$ cat src/rtl/pterm_steer_pkg.sv
package pterm_steer_pkg;

  typedef enum logic [1:0] {
    STEER_NONE = 2'b00,
    STEER_DOWN = 2'b01,
    STEER_SELF = 2'b10,
    STEER_UP   = 2'b11
  } steer_e;

  localparam int unsigned STEER_W = 2;

endpackage

$ cat src/rtl/pterm_steer_cluster.sv
module pterm_steer_cluster
  import pterm_steer_pkg::*;
#(
  parameter int unsigned PT_PER_CL = 4,
  parameter int unsigned SEG       = 8,
  parameter int unsigned IDX       = 0,
  parameter int unsigned IDX_W     = 4
) (
  input  logic [PT_PER_CL-1:0] pt_i,
  input  logic [STEER_W-1:0]   steer_i,
  output logic                 val_o,
  output logic                 hit_o,
  output logic [IDX_W-1:0]     tgt_o,
  output logic                 bad_o
);

  localparam bit FIRST  = (IDX % SEG) == 0;
  localparam bit LAST   = (IDX % SEG) == (SEG - 1);
  localparam int DN_IDX = FIRST ? int'(IDX) : int'(IDX) - 1;
  localparam int UP_IDX = LAST  ? int'(IDX) : int'(IDX) + 1;

  steer_e code;

  assign val_o = |pt_i;
  assign code  = steer_e'(steer_i);

  always_comb begin
    hit_o = 1'b0;
    bad_o = 1'b0;
    tgt_o = IDX_W'(IDX);
    unique case (code)
      STEER_NONE: ;
      STEER_SELF: hit_o = 1'b1;
      STEER_DOWN: begin
        if (FIRST) bad_o = 1'b1;
        else begin
          hit_o = 1'b1;
          tgt_o = IDX_W'(DN_IDX);
        end
      end
      STEER_UP: begin
        if (LAST) bad_o = 1'b1;
        else begin
          hit_o = 1'b1;
          tgt_o = IDX_W'(UP_IDX);
        end
      end
      default: ;
    endcase
  end

endmodule

$ cat src/rtl/pterm_steer_mc.sv
module pterm_steer_mc #(
  parameter int unsigned IDX   = 0,
  parameter int unsigned IDX_W = 4
) (
  input  logic [2:0]            win_val_i,
  input  logic [2:0]            win_hit_i,
  input  logic [2:0][IDX_W-1:0] win_tgt_i,
  output logic                  sum_o
);

  logic [2:0] match;

  for (genvar k = 0; k < 3; k++) begin : g_slot
    assign match[k] = win_hit_i[k] && (win_tgt_i[k] == IDX_W'(IDX));
  end

  assign sum_o = |(match & win_val_i);

endmodule

$ cat src/rtl/pterm_steer.sv
module pterm_steer
  import pterm_steer_pkg::*;
#(
  parameter int unsigned N_MC      = 16,
  parameter int unsigned PT_PER_CL = 4,
  parameter int unsigned SEG       = 8
) (
  input  logic                         clk_i,
  input  logic                         rst_ni,
  input  logic [N_MC*PT_PER_CL-1:0]    pt_i,
  input  logic [N_MC*STEER_W-1:0]      cfg_i,
  output logic [N_MC-1:0]              sum_o,
  output logic                         cfg_err_o
);

  localparam int unsigned IDX_W = (N_MC > 1) ? $clog2(N_MC) : 1;

  logic [N_MC-1:0]            cl_val;
  logic [N_MC-1:0]            cl_hit;
  logic [N_MC-1:0]            cl_bad;
  logic [N_MC-1:0][IDX_W-1:0] cl_tgt;
  logic [N_MC-1:0]            sum_d;
  logic                       err_d;

  for (genvar c = 0; c < N_MC; c++) begin : g_cl
    pterm_steer_cluster #(
      .PT_PER_CL(PT_PER_CL),
      .SEG      (SEG),
      .IDX      (c),
      .IDX_W    (IDX_W)
    ) u_cl (
      .pt_i   (pt_i[c*PT_PER_CL +: PT_PER_CL]),
      .steer_i(cfg_i[c*STEER_W +: STEER_W]),
      .val_o  (cl_val[c]),
      .hit_o  (cl_hit[c]),
      .tgt_o  (cl_tgt[c]),
      .bad_o  (cl_bad[c])
    );
  end

  for (genvar m = 0; m < N_MC; m++) begin : g_mc
    logic [2:0]            w_val;
    logic [2:0]            w_hit;
    logic [2:0][IDX_W-1:0] w_tgt;

    for (genvar k = 0; k < 3; k++) begin : g_win
      localparam int C = int'(m) - 1 + int'(k);
      // window slot exists only inside the macrocell's own segment
      if (C >= 0 && C < int'(N_MC) && (C / int'(SEG)) == (int'(m) / int'(SEG))) begin : g_live
        assign w_val[k] = cl_val[C];
        assign w_hit[k] = cl_hit[C];
        assign w_tgt[k] = cl_tgt[C];
      end else begin : g_dead
        assign w_val[k] = 1'b0;
        assign w_hit[k] = 1'b0;
        assign w_tgt[k] = '0;
      end
    end

    pterm_steer_mc #(
      .IDX  (m),
      .IDX_W(IDX_W)
    ) u_mc (
      .win_val_i(w_val),
      .win_hit_i(w_hit),
      .win_tgt_i(w_tgt),
      .sum_o    (sum_d[m])
    );
  end

  assign err_d = |cl_bad;

  always_ff @(posedge clk_i or negedge rst_ni) begin
    if (!rst_ni) begin
      sum_o     <= '0;
      cfg_err_o <= 1'b0;
    end else begin
      sum_o     <= sum_d;
      cfg_err_o <= err_d;
    end
  end

endmodule

$ cat config.mk
export PLATFORM = sky130hd
export DESIGN_NAME = pterm_steer
export DESIGN_NICKNAME = d
export VERILOG_FILES = /design/src/rtl/pterm_steer_pkg.sv /design/src/rtl/pterm_steer_cluster.sv /design/src/rtl/pterm_steer_mc.sv /design/src/rtl/pterm_steer.sv
export SDC_FILE = /design/constraint.sdc
export NUM_CORES = 1
export LEC_CHECK = 0
export BUFFER_PORTS_ARGS = -buffer_cell sky130_fd_sc_hd__buf_2
export CORE_MARGIN = 2
export CORE_UTILIZATION = 33
export CTS_CLUSTER_SIZE = 24
export DETAILED_ROUTE_END_ITERATION = 12
export PLACE_DENSITY_LB_ADDON = 0.12
export SETUP_SLACK_MARGIN = 0.3
export SLEW_MARGIN = 20
export SYNTH_ARGS = -nofsm -noshare
export SYNTH_HDL_FRONTEND = slang
export SYNTH_SLANG_ARGS = --single-unit
$ cat constraint.sdc
create_clock -name clk_i -period 0.8 [get_ports clk_i]
set_input_delay 0.04 -clock clk_i [delete_from_list [all_inputs] [get_ports clk_i]]
set_output_delay 0.04 -clock clk_i [all_outputs]
set_load 0.02 [all_outputs]
**Word level (Yosys, flattened, before mapping)**

Index checks and enable logic that the tools add are counted.

- Equality and inequality tests: 90
- Mux-type cells: 36
- Bitwise gates (word level): 16
- Reductions and logical operators: 95

Operators by type and width:

| cell | number |
|---|---|
| equality test 4 bit (second input constant) | 22 |
| OR reduction 3 bit | 28 |
| equality test 2 bit (second input constant) | 35 |
| OR reduction 4 bit | 17 |
| logical AND 1 bit | 44 |
| bitwise AND 3 bit | 14 |
| equality test 2 x 1 -> 1 bit (second input constant) | 18 |
| equality test 3 bit (second input constant) | 11 |
| one-hot mux 2 bit (2 select lines) | 8 |
| two-way mux 1 bit | 24 |
| one-hot mux 3 bit (2 select lines) | 4 |
| equality test 3 x 2 -> 1 bit (second input constant) | 3 |
| logical NOT 4 bit | 2 |
| OR reduction 2 bit | 4 |
| bitwise AND 2 bit | 2 |
| equality test 1 bit (second input constant) | 1 |

- Register bits: 17
- Input bits: 98
- Output and inout bits: 17
- Word-level logic and storage cells: 239

**Logic depth before layout (Yosys ltp)**

- Depth in word-level cells: 6
- Gate-level depth with buffers: 3
- Gate-level depth less buffers: 3

**Modules after synthesis**

From an unflattened synthesis, not the netlist that was laid out.

- Cell total of the unflattened synthesis: 280
- Area total of the unflattened synthesis: 2125.8 um^2

Modules (own cells, without submodules):

| module | times used | cells each | area each (um^2) | sequential area each (um^2) |
|---|---|---|---|---|
| pterm_steer | 1 | 23 | 460.4 | 425.4 |
| pterm_steer_cluster (g_cl[10].u_cl ...) | 7 | 9 | 53.8 | 0.0 |
| pterm_steer_mc (g_mc[13].u_mc ...) | 6 | 7 | 47.5 | 0.0 |
| pterm_steer_mc (g_mc[10].u_mc ...) | 4 | 7 | 57.6 | 0.0 |
| pterm_steer_cluster (g_cl[0].u_cl ...) | 3 | 8 | 50.0 | 0.0 |
| pterm_steer_mc (g_mc[11].u_mc ...) | 2 | 7 | 50.0 | 0.0 |
| pterm_steer_cluster (g_cl[7].u_cl) | 1 | 11 | 73.8 | 0.0 |
| pterm_steer_cluster (g_cl[15].u_cl) | 1 | 10 | 70.1 | 0.0 |
| pterm_steer_mc (g_mc[15].u_mc) | 1 | 7 | 55.1 | 0.0 |
| pterm_steer_cluster (g_cl[12].u_cl) | 1 | 9 | 52.6 | 0.0 |
| pterm_steer_cluster (g_cl[11].u_cl) | 1 | 9 | 50.0 | 0.0 |
| pterm_steer_cluster (g_cl[4].u_cl) | 1 | 8 | 48.8 | 0.0 |
| pterm_steer_cluster (g_cl[3].u_cl) | 1 | 8 | 46.3 | 0.0 |
| pterm_steer_mc (g_mc[3].u_mc) | 1 | 9 | 45.0 | 0.0 |
| +2 rows | n/a | n/a | n/a | n/a |

**Least setup slack after synthesis**

Ideal clock, no wire load.

- Path kind: input-to-reg
- From: input pt_i[49]
- To: register sum_o[13]
- Library setup time: 0.138 ns
- Arrival: 0.737 ns
- Data required time: 0.662 ns
- Setup slack: -0.075 ns
- Cell stages on the path: 3
- Path buffers: 0
- Path through: or4_4 -> nand3_1 -> o311ai_1

- Longest elaborated chain between the ends: 3

RTL lines:

| element | RTL line | RTL |
|---|---|---|
| start: declaration | pterm_steer.sv:10 | `input logic [N_MC*PT_PER_CL-1:0] pt_i,` |
| OR reduction 4 bit | pterm_steer_cluster.sv:24 | `assign val_o = \|pt_i;` |
| bitwise AND 3 bit | pterm_steer_mc.sv:17 | `assign sum_o = \|(match & win_val_i);` |
| OR reduction 3 bit | pterm_steer_mc.sv:17 |  |
| via g_mc[13].u_mc.sum_o | pterm_steer_mc.sv:8 | `output logic sum_o` |
| end signal: assignment | pterm_steer.sv:78 | `sum_o <= sum_d;` |
| end: declaration | pterm_steer.sv:12 | `output logic [N_MC-1:0] sum_o,` |

The timed path passes the listed nets, and every way through them passes these cells.

**Final worst setup path**

- From: register sum_o[7]
- To: output sum_o[7]

No word-level cell between the ends.

==> impl_metrics.xml <==
<?xml version="1.0" encoding="UTF-8"?>
<metrics>
  <group name="logic_synthesis">
    <metric name="netlist-cell-type-count" unit="">17</metric>
    <metric name="synth.net_count" unit="">191</metric>
    <metric name="post-synth-top-area-fraction" unit="">0.442</metric>
    <metric name="synthCells" unit="">93</metric>
    <metric name="synth_top_family_by_area" unit="">simple AND/OR/NAND/NOR gates</metric>
    <metric name="synth_enable_flop_cells" unit="">0</metric>
    <metric name="synth.area.top_cells" unit="">sky130_fd_sc_hd__dfrtp_1 (44%), sky130_fd_sc_hd__or4_4 (12%), sky130_fd_sc_hd__nand3b_1 (7.8%), sky130_fd_sc_hd__nand3_1 (5.7%), sky130_fd_sc_hd__o221ai_2 (4.7%)</metric>
    <metric name="synth_adder_area_share" unit="">0</metric>
    <metric name="post_synth_mux_area_share" unit="">0</metric>
    <metric name="synth.largest_area_cell" unit="">sky130_fd_sc_hd__dfrtp_1</metric>
    <metric name="yosys_warnings" unit="">0</metric>
    <metric name="synth.avg_cell_area" unit="sq um">10.4</metric>
    <metric name="synth-xor-area-share" unit="">0</metric>
    <metric name="post_synth_and_or_nand_nor_area_fraction" unit="">0.352</metric>
    <metric name="mappedNetlistArea" unit="sq um">963</metric>
    <metric name="synth-compound-area-share" unit="">0.179</metric>
    <metric name="postSynth.asyncResetShare" unit="">1.00</metric>
    <metric name="synthFlopType" unit="">sky130_fd_sc_hd__dfrtp_1</metric>
    <metric name="ys_ff_latch" unit="">17</metric>
    <metric name="synthMostInstantiatedCell" unit="">sky130_fd_sc_hd__dfrtp_1</metric>
    <metric name="synth.top_cells.by_count" unit="">sky130_fd_sc_hd__dfrtp_1 (17), sky130_fd_sc_hd__nand2_1 (11), sky130_fd_sc_hd__nand3_1 (11)</metric>
    <metric name="ys_seq_area_frac" unit="">0.442</metric>
  </group>
  <group name="power_and_ir_drop">
    <metric name="power_leakage" unit="nW">0.963</metric>
    <metric name="vdd_drop_max" unit="V">0.000993</metric>
    <metric name="finalPower" unit="mW">2.34</metric>
    <metric name="cellPowerDensity" unit="mW/mm^2">1170</metric>
  </group>
  <group name="cells_and_area">
    <metric name="final_design_area_no_fill" unit="sq mm">0.00199</metric>
    <metric name="nNetsFinal" unit="">313</metric>
    <metric name="final_layout_size_suffix_gt1_frac" unit="">0.762</metric>
    <metric name="antenna_cells" unit="">0</metric>
    <metric name="fillers" unit="">216</metric>
    <metric name="storage_cell_area" unit="sq um">425</metric>
    <metric name="layout.cells.non_filler" unit="">245</metric>
    <metric name="layout-area-overhead-vs-synth" unit="%">107</metric>
    <metric name="multi_input_area" unit="sq um">671</metric>
  </group>
  <group name="routing">
    <metric name="drt_first_pass_iters" unit="">4</metric>
    <metric name="detail_route.vias_per_cell" unit="">5.28</metric>
    <metric name="antenna_violating_nets_post_route" unit="">0</metric>
    <metric name="number_of_remaining_drc_errors" unit="">0</metric>
    <metric name="via_total_after_detailed_routing" unit="">1294</metric>
    <metric name="number_of_drc_markers_in_iteration_0" unit="">17</metric>
    <metric name="route.final.wire_length" unit="microns">3450</metric>
    <metric name="routedWlPerCell" unit="microns">14.1</metric>
  </group>
  <group name="die">
    <metric name="placementRows" unit="">19</metric>
    <metric name="die_h" unit="microns">58.0</metric>
    <metric name="dieWidth" unit="microns">58.0</metric>
    <metric name="floorplan.core_area" unit="sq mm">0.00276</metric>
    <metric name="die-area" unit="sq mm">0.00337</metric>
    <metric name="floorplan.io_pins" unit="">115</metric>
    <metric name="initial_utilization" unit="">0.349</metric>
  </group>
  <group name="sta">
    <metric name="worstMarginPinSlew" unit="ns">0.386</metric>
    <metric name="final.hold.worst_slack" unit="ns">-0.348</metric>
    <metric name="timing.final.crit_period" unit="ns">0.865</metric>
    <metric name="rsz_0062_raised_after_global_routing" unit="">true</metric>
    <metric name="slew_headroom" unit="">0.743</metric>
    <metric name="total_count_of_hold_check_failures_in_the_final_report" unit="">23</metric>
    <metric name="finalMaxSlewViolations" unit="">0</metric>
    <metric name="max_clock_freq" unit="MHz">1160</metric>
    <metric name="worst_slack" unit="ns">-0.0653</metric>
    <metric name="ratio_of_final_minimum_period_to_clock_period" unit="">1.08</metric>
    <metric name="setup_viol" unit="">17</metric>
  </group>
  <group name="critical_path">
    <metric name="path_class" unit="">flip-flop to output port</metric>
    <metric name="critPathMaxStageDelay" unit="ns">0.40</metric>
    <metric name="timing.critical_path.to_type" unit="">output port</metric>
    <metric name="crit_chain" unit="">buf_6</metric>
    <metric name="arrival" unit="ns">0.83</metric>
    <metric name="top_fanout_value_on_the_critical_path" unit="">1</metric>
    <metric name="timing.critical_path.max_delay_family" unit="">flip-flops</metric>
    <metric name="critPathRequiredTime" unit="ns">0.76</metric>
    <metric name="timing.critical_path.from_type" unit="">flip-flop</metric>
    <metric name="critical_path_top_delay_cell" unit="">sky130_fd_sc_hd__dfrtp_1</metric>
    <metric name="worstPathBufferInverterCount" unit="">1</metric>
  </group>
  <group name="global_routing">
    <metric name="antenna_found_initial" unit="">0</metric>
    <metric name="grt_max_degree" unit="">18</metric>
    <metric name="groute.usage.overall" unit="">0.203</metric>
    <metric name="grt_pass1_vias" unit="">1340</metric>
    <metric name="grt_overflow" unit="">0</metric>
    <metric name="grt_first_pass_wirelength" unit="microns">5300</metric>
  </group>
  <group name="status">
    <metric name="status" unit="">finished with violations</metric>
    <metric name="violations" unit="">hold timing, setup timing</metric>
  </group>
  <group name="placement">
    <metric name="gpl.final_weighted_congestion" unit="">0.766</metric>
    <metric name="place.detailed.instances" unit="">241</metric>
    <metric name="buffer_ports.inserted" unit="">114</metric>
    <metric name="dp_hpwl" unit="microns">2680</metric>
    <metric name="placed_area" unit="sq mm">0.00165</metric>
  </group>
  <group name="min_path">
    <metric name="hold_path_class" unit="">input port to async pin</metric>
  </group>
  <group name="clock_network">
    <metric name="cts_made_buffers" unit="">3</metric>
    <metric name="clkTransAtPathRegs" unit="ns">0.11</metric>
    <metric name="clock_tree.root_cell" unit="">sky130_fd_sc_hd__clkbuf_4</metric>
    <metric name="post_cts_buffers" unit="">0</metric>
    <metric name="clock_sinks" unit="">17</metric>
    <metric name="maximum_level_of_the_cts_h_tree" unit="">1</metric>
    <metric name="cts_tree" unit="">done</metric>
    <metric name="worst_case_clock_buffer_depth" unit="">2</metric>
  </group>
  <group name="run">
    <metric name="max_cap_viols" unit="">0</metric>
  </group>
</metrics>
==> what timing repair did <==
item	CTS	global route
cloned	0	0
resized for setup	56	14
endpoints found under the hold margin	27	25
pin swaps	31	15
setup endpoints to repair	31	31
==> where the power goes <==
part	total (mW)	switching (mW)	internal (mW)
registers	0.974	0.0370	0.937
logic	0.900	0.390	0.510
clock network	0.463	0.274	0.189
==> area by class of cell <==
cell class	instances	share of cell area
clock buffer	3	0.0113
clock inverter	1	0.00377
inverter	7	0.0132
multi-input combinational	69	0.337
sequential	17	0.214
tap	31	0.0195
timing repair buffer	117	0.402
==> path summary, 6_finish.rpt <==
path | to | from | depth (start not counted)
max in group asynchronous | sum_o[6] | rst_ni | 1
min in group clk_i | sum_o[8] | cfg_i[16] | 2
min | sum_o[13] | rst_ni | 1
max | sum_o[7] | sum_o[7] | 1
==> cell families (layout without fill, tap and decap cells) <==
logic type,count (synthesis),count (layout)
AO/OA/AOI/OAI,19,19
buffers and inverters,7,128
flip-flops,17,17
AND/OR/NAND/NOR,50,50
==> per-layer routing <==
layer	vias to the layer above	track usage	wire (microns)
li1	615	-	-
met1	604	0.208	1120
met2	64	0.409	1990
met3	11	0.0223	233
met4	0	0.0831	97
met5	-	0	0
==> cell usage in the layout, fill, tap and decap left out, drive strengths merged <==
master	n
o32ai	2
o21ai	1
o22ai	2
buf	117
clkbuf	3
nand2	11
nand2b	2
nand3	11
o221ai	3
o41ai	2
a221o	1
o211ai	4
clkinvlp	1
nor4	4
or3b	2
inv	7
o311ai	4
or4	10
nand3b	10
dfrtp	17
==> registers in the layout (all words and copies together), names as in the netlist <==
| register | count |
|---|---|
| cfg_err_o | 1 |
| sum_o | 16 |
==> stage by stage <==
step	setup WS (ns)	hold WS [ns]	utilization	setup TNS, ns
floorplan	-0.0722	-0.256	-	-0.830
global placement	-0.223	-0.0222	0.599	-2.63
detailed placement	-0.240	-0.0169	0.599	-2.85
CTS	-0.0809	-0.341	0.691	-0.904
global route	-0.100	-0.343	0.722	-1.34
finish	-0.0653	-0.348	0.722	-0.742
Note: power is estimated with default switching activity, not from simulation.
